$ cat src/rtl/fbit_pkg.sv
package fbit_pkg;

  localparam int unsigned WORD_W = 32;
  localparam int unsigned OP_W   = 4;
  localparam int unsigned EXP_HI = WORD_W - 2;
  localparam int unsigned EXP_LO = 23;

  localparam logic [WORD_W-1:0] FP_ONE  = 32'h3F80_0000;
  localparam logic [WORD_W-1:0] FP_ZERO = '0;

  typedef enum logic [OP_W-1:0] {
    OP_MAG    = 4'd4,
    OP_ABOVE  = 4'd10,
    OP_SAME   = 4'd11,
    OP_PASS   = 4'd12,
    OP_PICK   = 4'd13,
    OP_SGNXFR = 4'd14,
    OP_RSQSD  = 4'd15
  } fbit_op_e;

  typedef struct packed {
    logic [OP_W-1:0]   op;
    logic [WORD_W-1:0] a;
    logic [WORD_W-1:0] b;
    logic              flag_set;
  } fbit_issue_t;

endpackage

$ cat src/rtl/fbit_rst_sync.sv
module fbit_rst_sync #(
  parameter int unsigned STAGES = 2
) (
  input  logic clk,
  input  logic rst_n,
  output logic rst_sync_n
);

  logic [STAGES-1:0] chain_q;
  logic [STAGES-1:0] chain_d;

  generate
    for (genvar g = 0; g < STAGES; g++) begin : g_stage
      if (g == 0) begin : g_first
        assign chain_d[g] = 1'b1;
      end else begin : g_rest
        assign chain_d[g] = chain_q[g-1];
      end
    end
  endgenerate

  always_ff @(posedge clk or negedge rst_n) begin
    if (!rst_n) begin
      chain_q <= '0;
    end else begin
      chain_q <= chain_d;
    end
  end

  assign rst_sync_n = chain_q[STAGES-1];

endmodule

$ cat src/rtl/fbit_compare.sv
module fbit_compare
  import fbit_pkg::*;
(
  input  logic [WORD_W-1:0] a,
  input  logic [WORD_W-1:0] b,
  output logic              a_above_b,
  output logic              a_same_b
);

  logic a_nan, b_nan, any_nan;
  logic a_zero, b_zero, both_zero;
  logic mag_gt, mag_lt;

  always_comb begin
    a_nan     = (&a[EXP_HI:EXP_LO]) & (|a[EXP_LO-1:0]);
    b_nan     = (&b[EXP_HI:EXP_LO]) & (|b[EXP_LO-1:0]);
    any_nan   = a_nan | b_nan;
    a_zero    = ~|a[WORD_W-2:0];
    b_zero    = ~|b[WORD_W-2:0];
    both_zero = a_zero & b_zero;
    mag_gt    = a[WORD_W-2:0] > b[WORD_W-2:0];
    mag_lt    = a[WORD_W-2:0] < b[WORD_W-2:0];
  end

  always_comb begin
    if (any_nan || both_zero) begin
      a_above_b = 1'b0;
    end else if (a[WORD_W-1] != b[WORD_W-1]) begin
      a_above_b = ~a[WORD_W-1];
    end else if (!a[WORD_W-1]) begin
      a_above_b = mag_gt;
    end else begin
      a_above_b = mag_lt;
    end
  end

  always_comb begin
    a_same_b = ~any_nan & ((a == b) | both_zero);
  end

endmodule

$ cat src/rtl/fbit_sign_ops.sv
module fbit_sign_ops
  import fbit_pkg::*;
#(
  parameter logic [WORD_W-1:0] SEED_MAGIC = 32'h5F37_59DF
) (
  input  logic [WORD_W-1:0] a,
  input  logic [WORD_W-1:0] b,
  output logic [WORD_W-1:0] mag_a,
  output logic [WORD_W-1:0] sgnxfr_a,
  output logic [WORD_W-1:0] seed_a
);

  logic b_zero, b_nan, b_negative;

  always_comb begin
    b_zero     = ~|b[WORD_W-2:0];
    b_nan      = (&b[EXP_HI:EXP_LO]) & (|b[EXP_LO-1:0]);
    b_negative = b[WORD_W-1] & ~b_zero & ~b_nan;
  end

  always_comb begin
    mag_a    = {1'b0, a[WORD_W-2:0]};
    sgnxfr_a = {a[WORD_W-1] ^ b_negative, a[WORD_W-2:0]};
    seed_a   = SEED_MAGIC - {1'b0, a[WORD_W-1:1]};
  end

endmodule

$ cat src/rtl/fbit_unit.sv
module fbit_unit
  import fbit_pkg::*;
#(
  parameter int unsigned      FLAG_W      = 32,
  parameter int unsigned      SYNC_STAGES = 2,
  parameter logic [WORD_W-1:0] SEED_MAGIC = 32'h5F37_59DF
) (
  input  logic              clk,
  input  logic              rst_n,
  input  logic              in_valid,
  input  logic [OP_W-1:0]   in_op,
  input  logic [WORD_W-1:0] in_a,
  input  logic [WORD_W-1:0] in_b,
  input  logic [FLAG_W-1:0] in_flags,
  output logic              out_valid,
  output logic [WORD_W-1:0] out_result
);

  logic rst_sync_n;

  fbit_rst_sync #(.STAGES(SYNC_STAGES)) u_rst (
    .clk        (clk),
    .rst_n      (rst_n),
    .rst_sync_n (rst_sync_n)
  );

  // Stage 1: issue capture
  fbit_issue_t issue_d, issue_q;
  logic        s1_valid_d, s1_valid_q;
  logic        issue_en;

  always_comb begin
    issue_en          = in_valid;
    s1_valid_d        = in_valid;
    issue_d.op        = in_op;
    issue_d.a         = in_a;
    issue_d.b         = in_b;
    issue_d.flag_set  = |in_flags;
  end

  always_ff @(posedge clk or negedge rst_sync_n) begin
    if (!rst_sync_n) begin
      s1_valid_q <= 1'b0;
    end else begin
      s1_valid_q <= s1_valid_d;
    end
  end

  always_ff @(posedge clk or negedge rst_sync_n) begin
    if (!rst_sync_n) begin
      issue_q <= '0;
    end else if (issue_en) begin
      issue_q <= issue_d;
    end
  end

  // Stage 2: evaluate and register the result
  logic              above, same;
  logic [WORD_W-1:0] mag_v, sgnxfr_v, seed_v;

  fbit_compare u_cmp (
    .a         (issue_q.a),
    .b         (issue_q.b),
    .a_above_b (above),
    .a_same_b  (same)
  );

  fbit_sign_ops #(.SEED_MAGIC(SEED_MAGIC)) u_sgn (
    .a        (issue_q.a),
    .b        (issue_q.b),
    .mag_a    (mag_v),
    .sgnxfr_a (sgnxfr_v),
    .seed_a   (seed_v)
  );

  logic [WORD_W-1:0] res_d, res_q;
  logic              res_en;
  logic              ov_d, ov_q;

  always_comb begin
    unique case (issue_q.op)
      OP_MAG:    res_d = mag_v;
      OP_ABOVE:  res_d = above ? FP_ONE : FP_ZERO;
      OP_SAME:   res_d = same  ? FP_ONE : FP_ZERO;
      OP_PASS:   res_d = issue_q.a;
      OP_PICK:   res_d = issue_q.flag_set ? issue_q.a : issue_q.b;
      OP_SGNXFR: res_d = sgnxfr_v;
      OP_RSQSD:  res_d = seed_v;
      default:   res_d = FP_ZERO;
    endcase
    res_en = s1_valid_q;
    ov_d   = s1_valid_q;
  end

  always_ff @(posedge clk or negedge rst_sync_n) begin
    if (!rst_sync_n) begin
      ov_q <= 1'b0;
    end else begin
      ov_q <= ov_d;
    end
  end

  always_ff @(posedge clk or negedge rst_sync_n) begin
    if (!rst_sync_n) begin
      res_q <= '0;
    end else if (res_en) begin
      res_q <= res_d;
    end
  end

  assign out_valid  = ov_q;
  assign out_result = res_q;

endmodule

$ cat config.mk
export PLATFORM = sky130hd
export DESIGN_NAME = fbit_unit
export DESIGN_NICKNAME = d
export VERILOG_FILES = /design/src/rtl/fbit_pkg.sv /design/src/rtl/fbit_rst_sync.sv /design/src/rtl/fbit_compare.sv /design/src/rtl/fbit_sign_ops.sv /design/src/rtl/fbit_unit.sv
export SDC_FILE = /design/constraint.sdc
export NUM_CORES = 1
export LEC_CHECK = 0
export BUFFER_PORTS_ARGS = -buffer_cell sky130_fd_sc_hd__buf_2
export CORE_AREA = 10 10 151 153
export DETAILED_ROUTE_END_ITERATION = 16
export DIE_AREA = 0 0 161 163
export GPL_TIMING_DRIVEN = 0
export HOLD_SLACK_MARGIN = 0.02
export PLACE_DENSITY = 0.62
export SLEW_MARGIN = 0
export SYNTH_ARGS = -nofsm -noshare
export SYNTH_HDL_FRONTEND = slang
export SYNTH_HIERARCHICAL = 1
export SYNTH_SLANG_ARGS = --single-unit
$ cat constraint.sdc
create_clock -name clk -period 4.3 [get_ports clk]
set_input_delay 0.43 -clock clk [delete_from_list [all_inputs] [get_ports clk]]
set_output_delay 0.43 -clock clk [all_outputs]
set_load 0.02 [all_outputs]
### Word-level counts from Yosys, hierarchy flattened

Index checks and enable logic that the tools add are counted.

* register bits after elaboration: 105
* logic and storage cells: 49
* output and inout port bits: 33
* input port bits: 103

* eq/ne operators: 9
* add/subtract/negate cells: 1
* reduce and logical (&&, ||, !) cells: 10
* magnitude comparators: 2
* bitwise operators: 12
* muxes and demuxes: 7

Operator list (count)
* $pmux 32 s7: 1
* $reduce_or 31->1: 2
* $mux 30: 2
* $reduce_or 23->1: 2
* $eq 32x32->1: 1
* $mux 32: 1
* $reduce_or 32->1: 1
* $sub 31x31->32 const A: 1
* $gt 31x31->1: 1
* $lt 31x31->1: 1
* $eq 4x4->1 const B: 6
* $reduce_and 8->1: 2
* $and 1x1->1: 6
* $eq 4x3->1 const B: 1
* $mux 1: 3
* $not 1->1: 3
* $logic_not 1->1: 2
* $or 1x1->1: 2
* $logic_or 1x1->1: 1
* $ne 1x1->1: 1
* $xor 1x1->1: 1

### Longest topological paths before layout

Gate-level depths: netlist of run 1.

* word-level depth: 7
* mapped depth: 12
* gate-level depth less buffers: 12

### By module

The synthesis of run 1 kept the hierarchy.

By module, submodules not included
* fbit_unit: cells an instance 459, area each 5358.9 µm², times used 1, sequential area each 2577.5 µm²
* fbit_sign_ops: cells an instance 163, area each 1146.1 µm², times used 1, sequential area each 0.0 µm²
* fbit_compare: cells an instance 149, area each 1078.5 µm², times used 1, sequential area each 0.0 µm²
* fbit_rst_sync: cells an instance 3, area each 53.8 µm², times used 1, sequential area each 50.0 µm²

### Least setup slack after synthesis of run 1

No wires, ideal clock.

* path type: register to register
* start point: reg issue_q[47] (netlist name)
* end point: reg res_q[28], in the netlist out_result[28]
* required time: 4.165 ns
* clock period less this slack: 2.571 ns
* path buffers: 0
* library setup time: 0.135 ns
* stages on the path, launching flop included: 12
* path slack: 1.729 ns
* data arrival time: 2.437 ns
* cells stage by stage: dfrtp_1 > ha_1 > nand3_2 > nor3_2 > and2_1 > and2b_1 > a221oi_2 > a211oi_2 > mux2i_1 > nor2_1 > nor4_1 > o22ai_1

* longest elaborated chain between the ends: 7
* elaborated cells between the ends (all ways): 20
* classes of those cells: 1 x add/sub; 2 x order compare; 1 x eq/ne; 6 x mux; 6 x bitwise; 4 x reduce/logical

Ends and longest elaborated chain
* from (decl): line fbit_unit.sv:28 `fbit_issue_t issue_d, issue_q;`
* from (signal assigned): line fbit_unit.sv:53 `issue_q <= issue_d;`
* parallel branches: the longest is 4 deep, another holds $gt 31x31->1
* $mux 1 (*): line fbit_compare.sv:26 `if (any_nan || both_zero) begin`
* named net above: line fbit_unit.sv:58 `logic above, same;`
* $mux 30 (*): line fbit_unit.sv:83 `OP_ABOVE: res_d = above ? FP_ONE : FP_ZERO;`
* $pmux 32 s7 (*): line fbit_unit.sv:81 `unique case (issue_q.op)`
* to (signal assigned): line fbit_unit.sv:107 `res_q <= res_d;`
* to (decl): line fbit_unit.sv:76 `logic [WORD_W-1:0] res_d, res_q;`

Mark *: on every way through the listed nets, which the timed path passes.
A chain may end at the register's enable or synchronous reset.

### Worst setup path after layout of run 1

* start point: reg issue_q[47] (netlist name)
* end point: reg res_q[24], in the netlist out_result[24]

The elaborated chain is that of the path after synthesis.

==> results.yml, run 1 <==
placed_design:
  placed_area_um2: 8680
  hpwl_mm: 16.8
  gp_congestion: 0.871
  io_buffers: 135
  place_inst: 1180
synthesis:
  netlist.area_leader.share_pct: 34.4
  syn_area_per_cell_um2: 9.87
  synth_ff_type: "dfrtp_1"
  syn-num-nets: 909
  synth-async-reset-ratio_pct: 100
  synth_warnings: 6
  synth_area_leaders: "dfrtp_1 (34%), mux2_2 (11%), mux2i_1 (7.3%)"
  netlist_area_um2: 7640
  netlist_instances: 774
  synth_seq_area_share_pct: 34.4
  synthDistinctLibCells: 67
  synth-seq-cells: 105
  synth_edf_count: 0
  synth_top_cell_by_area: "dfrtp_1"
layout:
  fin_area_um2: 9030
  drive_gt1_share_pct: 37.2
  fin_cells: 1197
  final_cell_mix: "buf_2 (151), dfrtp_1 (104), mux2_2 (74)"
  syn_to_final_growth_pct: 18.2
  fin_nets: 1057
  final_util_pct: 45.4
  mostFrequentLayoutCell: "buf_2"
  antennaDiodeCount: 0
clocking:
  cts_root_buffer: "clkbuf_16"
  htree_levels: 3
  clock_sinks: 105
  clk_pin_slew_ns: 0.07
  tritoncts: "built"
  cts_buffers: 9
  clockBufferDepth: 2
  worstSkewPairLatency_ns: 0.36
  cts_setup_buffers: 0
job:
  maxCapViolations: 0
global_route:
  grt_pass1_wl_mm: 35.3
  gr-usage-all-layers_pct: 16.6
  antenna_found_initial: 1
  grt_pass1_vias: 6471
  grt_overflow: 0
  grt_max_degree: 53
hold_path:
  hold_end: "ov_d"
  worstHoldStart: "in_valid"
  min_path_cells: 1
  min_path_type: "in2reg"
route:
  drc: 0
  drt_iter0_markers: 348
  dr.pass1.iters: 5
  antenna_left: 0
  drt_wl_total_mm: 21.8
  post_drt_via_cell_ratio: 5.21
  route.detailed.wl_per_inst_um: 18.2
  via_count: 6232
timing:
  slew-limit-headroom_pct: 52.2
  fin_skew_ns: 0.0128
  setup_viol: 0
  tightest_slew_ns: 0.717
  max_freq_mhz: 317
  rsz0062_at_grt: "false"
  period_needed_ns: 3.16
  slew_violations: 0
  timing.final.crit_share_pct: 73.4
  hold_violations: 0
setup_path:
  critPathMaxFanout: 13
  end_kind: "flip-flop"
  r2r_slack_ns: 1.14
  r2r_cells: 11
  timing.rr.end: "out_result[24]"
  r2r_start: "issue_q[47]"
  required_ns: 4.49
  worst_ep_arrival_time_ns: 3.35
  critPathLaunchType: "flip-flop"
  crit_type: "reg2reg"
power:
  power_leakage_nw: 4.31
  total_power_mw: 3.03
  power.density_nw_per_um2: 335
  vdd_drop_max_uv: 196
floorplanning:
  core.rowCount: 52
  num_io_pins: 136
  die-area_um2: 26200
  core_area_um2: 19900
  die_x_um: 161
  start_util_pct: 38.4
  fp.dieH_um: 163
run_status:
  outcome: "finished, final reports clean"
==> where the power goes <==
| group | total (mW) | leakage (nW) | internal [mW] | switching [mW] |
|---|---|---|---|---|
| combinational | 0.809 | 2.86 | 0.415 | 0.394 |
| sequential | 1.27 | 1.29 | 1.08 | 0.187 |
| clock | 0.948 | 0.156 | 0.570 | 0.378 |
==> sequential cells by signal (all words and copies together) (netlist names) <==
signal / count
issue_q: 69
out_result: 32
u_rst/chain_q: 2
out_valid: 1
ov_d: 1
==> metal layers <==
metal / share of wire (%) / global-route usage [%] / vias to the layer above
met5: 0 / 0 / -
met4: 0.90 / 3.43 / 0
met3: 5.8 / 4.42 / 13
met2: 46 / 26.4 / 158
met1: 47 / 22.1 / 3001
li1: - / - / 3060
==> timing repair <==
| action | in CTS | in global routing |
|---|---|---|
| endpoints found under the hold margin | 2 | 0 |
| hold buffers | 1 | 0 |
| gates resized for setup | 0 | 0 |
==> worst max path at each step <==
stage | start | end | cells past startpoint
6_report | issue_q[47] | out_result[24] | 11
3_5_place_dp | issue_q[47] | out_result[24] | 11
2_1_floorplan | u_rst/chain_q[1] | issue_q[0] | 0
3_3_place_gp | u_rst/chain_q[1] | out_result[8] | 0
4_1_cts | issue_q[47] | out_result[24] | 11
5_1_grt | issue_q[58] | out_result[24] | 11
==> critical path, cell delays in order, from the launching register on <==
cell and delay, ns:
dfrtp_1 0.55, ha_1 0.40, nand3_2 0.10, nor3_2 0.26, and2_1 0.21, and2b_1 0.20, a221oi_2 0.25, a211oi_2 0.07
mux2i_1 0.30, nor2_1 0.19, a221oi_1 0.31, o221ai_1 0.15
==> cell usage after synthesis, types with 5 or more instances <==
cell       instances
dfrtp_1          105
mux2_2            74
inv_1             70
buf_4             69
mux2i_1           56
nor2_1            46
ha_1              32
o22ai_1           31
nor4_1            30
a211oi_1          25
o2bb2ai_1         24
nand2_1           19
xor2_1            19
buf_2             16
nand4_1           16
nand3_1           15
a21oi_1           14
clkbuf_1          12
and3_1             6
xnor2_1            6
nor3_1             5
==> logic make-up after synthesis <==
group / Yosys count / synth area share (%)
flip-flops: 105 / 34.4
other: 2 / 0.0983
AND/OR/NAND/NOR: 164 / 11.8
XOR/XNOR: 25 / 2.87
AO/OA/AOI/OAI: 142 / 14.5
multiplexers: 132 / 18.6
buffers and inverters: 172 / 12.4
adder cells (fa/ha/maj): 32 / 5.24
==> through the flow <==
stage	setup TNS [ns]	setup WS, ns	hold slack (ns)
after floorplan	0	1.16	0.134
after global placement	-12.49	-0.131	0.215
after detailed placement	0	1.21	0.218
after CTS	0	1.18	0.190
after global routing	0	0.937	0.193
final	0	1.14	0.195
==> area by class of cell <==
class | count | area [µm²]
well taps | 270 | 338
clock inverters | 5 | 105
repair buffers | 137 | 713
inverters | 70 | 263
plain buffers | 102 | 684
fillers | 1953 | 10900
flip-flops and latches | 105 | 2630
multi-input cells | 497 | 4060
clock buffers | 11 | 233
(Power assumes the default switching activity.)
==> inputs of run 2 (changes only) <==
clock period = 3 ns   (was 4.3 ns; I/O delays follow)
==> results.yml, run 2 (synthesis results as in run 1) <==
run_status:
  outcome: "finished, final reports clean"
route:
  dr.pass1.iters: 4
  post_drt_via_cell_ratio: 5.23
  drc: 0
  antenna_left: 0
  drt_iter0_markers: 336
  via_count: 6377
  drt_wl_total_mm: 22.4
  route.detailed.wl_per_inst_um: 18.3
clocking:
  worstSkewPairLatency_ns: 0.37
  tritoncts: "built"
  clock_sinks: 105
  cts_buffers: 9
  clk_pin_slew_ns: 0.07
  cts_root_buffer: "clkbuf_16"
  clockBufferDepth: 2
  htree_levels: 3
power:
  vdd_drop_max_uv: 225
  sw_frac_of_total_pct: 32.5
  combPwrFrac_pct: 28.1
  pwr-share-clk_pct: 30.9
  power_leakage_nw: 4.42
  p_int_mw: 2.98
  seqPwrFrac_pct: 41.0
  power.switching_mw: 1.44
  power.density_nw_per_um2: 476
setup_path:
  critPathSlowestCell: "dfrtp_2"
  r2r_cells: 11
  r2r_start: "issue_q[51]"
  critPathMaxFanout: 11
  critPathLaunchType: "flip-flop"
  timing.rr.end: "out_result[28]"
  worst_ep_arrival_time_ns: 3.10
  worstPathCellList: "ha_1, a21oi_2, o21ai_1, a221oi_2, o211ai_2, a221oi_2, a211oi_2, mux2i_2, nor2_2, nor4_2, o22ai_1"
  critPathBufInv: 0
  end_kind: "flip-flop"
  path_delay_family: "compound AO/OA/AOI/OAI gates"
  r2r_slack_ns: 0.13
  required_ns: 3.23
  cp_common_cell: "a221oi_2"
  crit_type: "reg2reg"
  max_stage_delay_ns: 0.49
global_route:
  grt_pass1_wl_mm: 35.5
  grt_pass1_vias: 6470
  grt_overflow: 0
  gr-usage-all-layers_pct: 16.8
  grt_max_degree: 61
  antenna_found_initial: 1
floorplanning:
  core.rowCount: 52
  die-area_um2: 26200
  fp.dieH_um: 163
  core_area_um2: 19900
  start_util_pct: 38.4
  die_x_um: 161
  num_io_pins: 136
placed_design:
  gp_congestion: 0.882
  hpwl_mm: 16.8
  io_buffers: 135
  place_inst: 1180
timing:
  timing.final.crit_share_pct: 95.6
  hold_violations: 0
  max_freq_mhz: 349
  fin_skew_ns: 0.00905
  slew_violations: 0
  tightest_slew_ns: 0.711
  timing.hold.ws_ns: 0.0498
  slew-limit-headroom_pct: 52.6
  period_needed_ns: 2.87
  setup_tns_ns: 0
  setup_viol: 0
layout:
  fin_cells: 1220
  fin_nets: 1080
  antennaDiodeCount: 0
  largest_reg_flops: 69
  final_cell_mix: "buf_2 (151), buf_4 (92), mux2_2 (74)"
  mostFrequentLayoutCell: "buf_2"
  final_util_pct: 46.6
  regMostFlops: "issue_q"
  syn_to_final_growth_pct: 21.5
  drive_gt1_share_pct: 42.7
job:
  maxCapViolations: 0
hold_path:
  hold_end: "ov_d"
  min_path_cells: 1
  min_path_type: "in2reg"
  worstHoldStart: "in_valid"
-- run 2: cell type report --
| class | instances | area [µm²] |
|---|---|---|
| plain buffers | 102 | 684 |
| clock buffers | 11 | 253 |
| clock inverters | 5 | 86.3 |
| fillers | 1975 | 10600 |
| inverters | 70 | 263 |
| multi-input cells | 497 | 4100 |
| flip-flops and latches | 105 | 2670 |
| well taps | 270 | 338 |
| repair buffers | 160 | 886 |
-- run 2: metal layers --
metal	track usage, %	up-vias	part of all wire (%)	wire (µm)
li1	-	3092	-	-
met1	21.8	3121	47	10400
met2	26.9	144	47	10400
met3	4.85	18	5.2	1170
met4	4.26	2	1.2	272
met5	0	-	0.058	13
-- run 2: through the flow --
step	instance area (µm²)	total power, mW	setup slack [ns]
2_1_floorplan	7640	2.62	0.429
3_3_place_gp	8650	2.97	-0.0913
3_5_place_dp	8680	3.00	-0.115
4_1_cts	9050	4.38	0.0212
5_1_grt	9280	4.64	-0.00616
6_report	9280	4.41	0.132
-- run 2: repair_timing --
item,in CTS,in global routing
endpoints found under the setup margin,2,7
pin swaps,0,2
hold buffers,1,0
endpoints found under the hold margin,2,0
setup buffers,0,23
gates resized for setup,10,28
-- run 2: power groups by stage --
| stage | logic (mW) | clock network, mW | registers (mW) |
|---|---|---|---|
| 6_report | 1.24 | 1.36 | 1.81 |
| 5_1_grt | 1.37 | 1.44 | 1.84 |
| 4_1_cts | 1.17 | 1.39 | 1.82 |
| 3_5_place_dp | 1.16 | 0 | 1.84 |
| 3_3_place_gp | 1.12 | 0 | 1.85 |
| 2_1_floorplan | 0.812 | 0 | 1.81 |
-- run 2: worst max-delay path by stage --
| stage | from | end | slack (ns) | depth (start not counted) |
|---|---|---|---|---|
| finish | issue_q[51] | out_result[28] | 0.13 | 11 |
| CTS | issue_q[58] | out_result[28] | 0.02 | 11 |
| floorplan | issue_q[47] | out_result[28] | 0.43 | 11 |
| global placement | issue_q[47] | out_result[24] | -0.09 | 11 |
| detailed placement | issue_q[47] | out_result[24] | -0.12 | 11 |
| global route | issue_q[46] | out_result[24] | -0.006 | 11 |
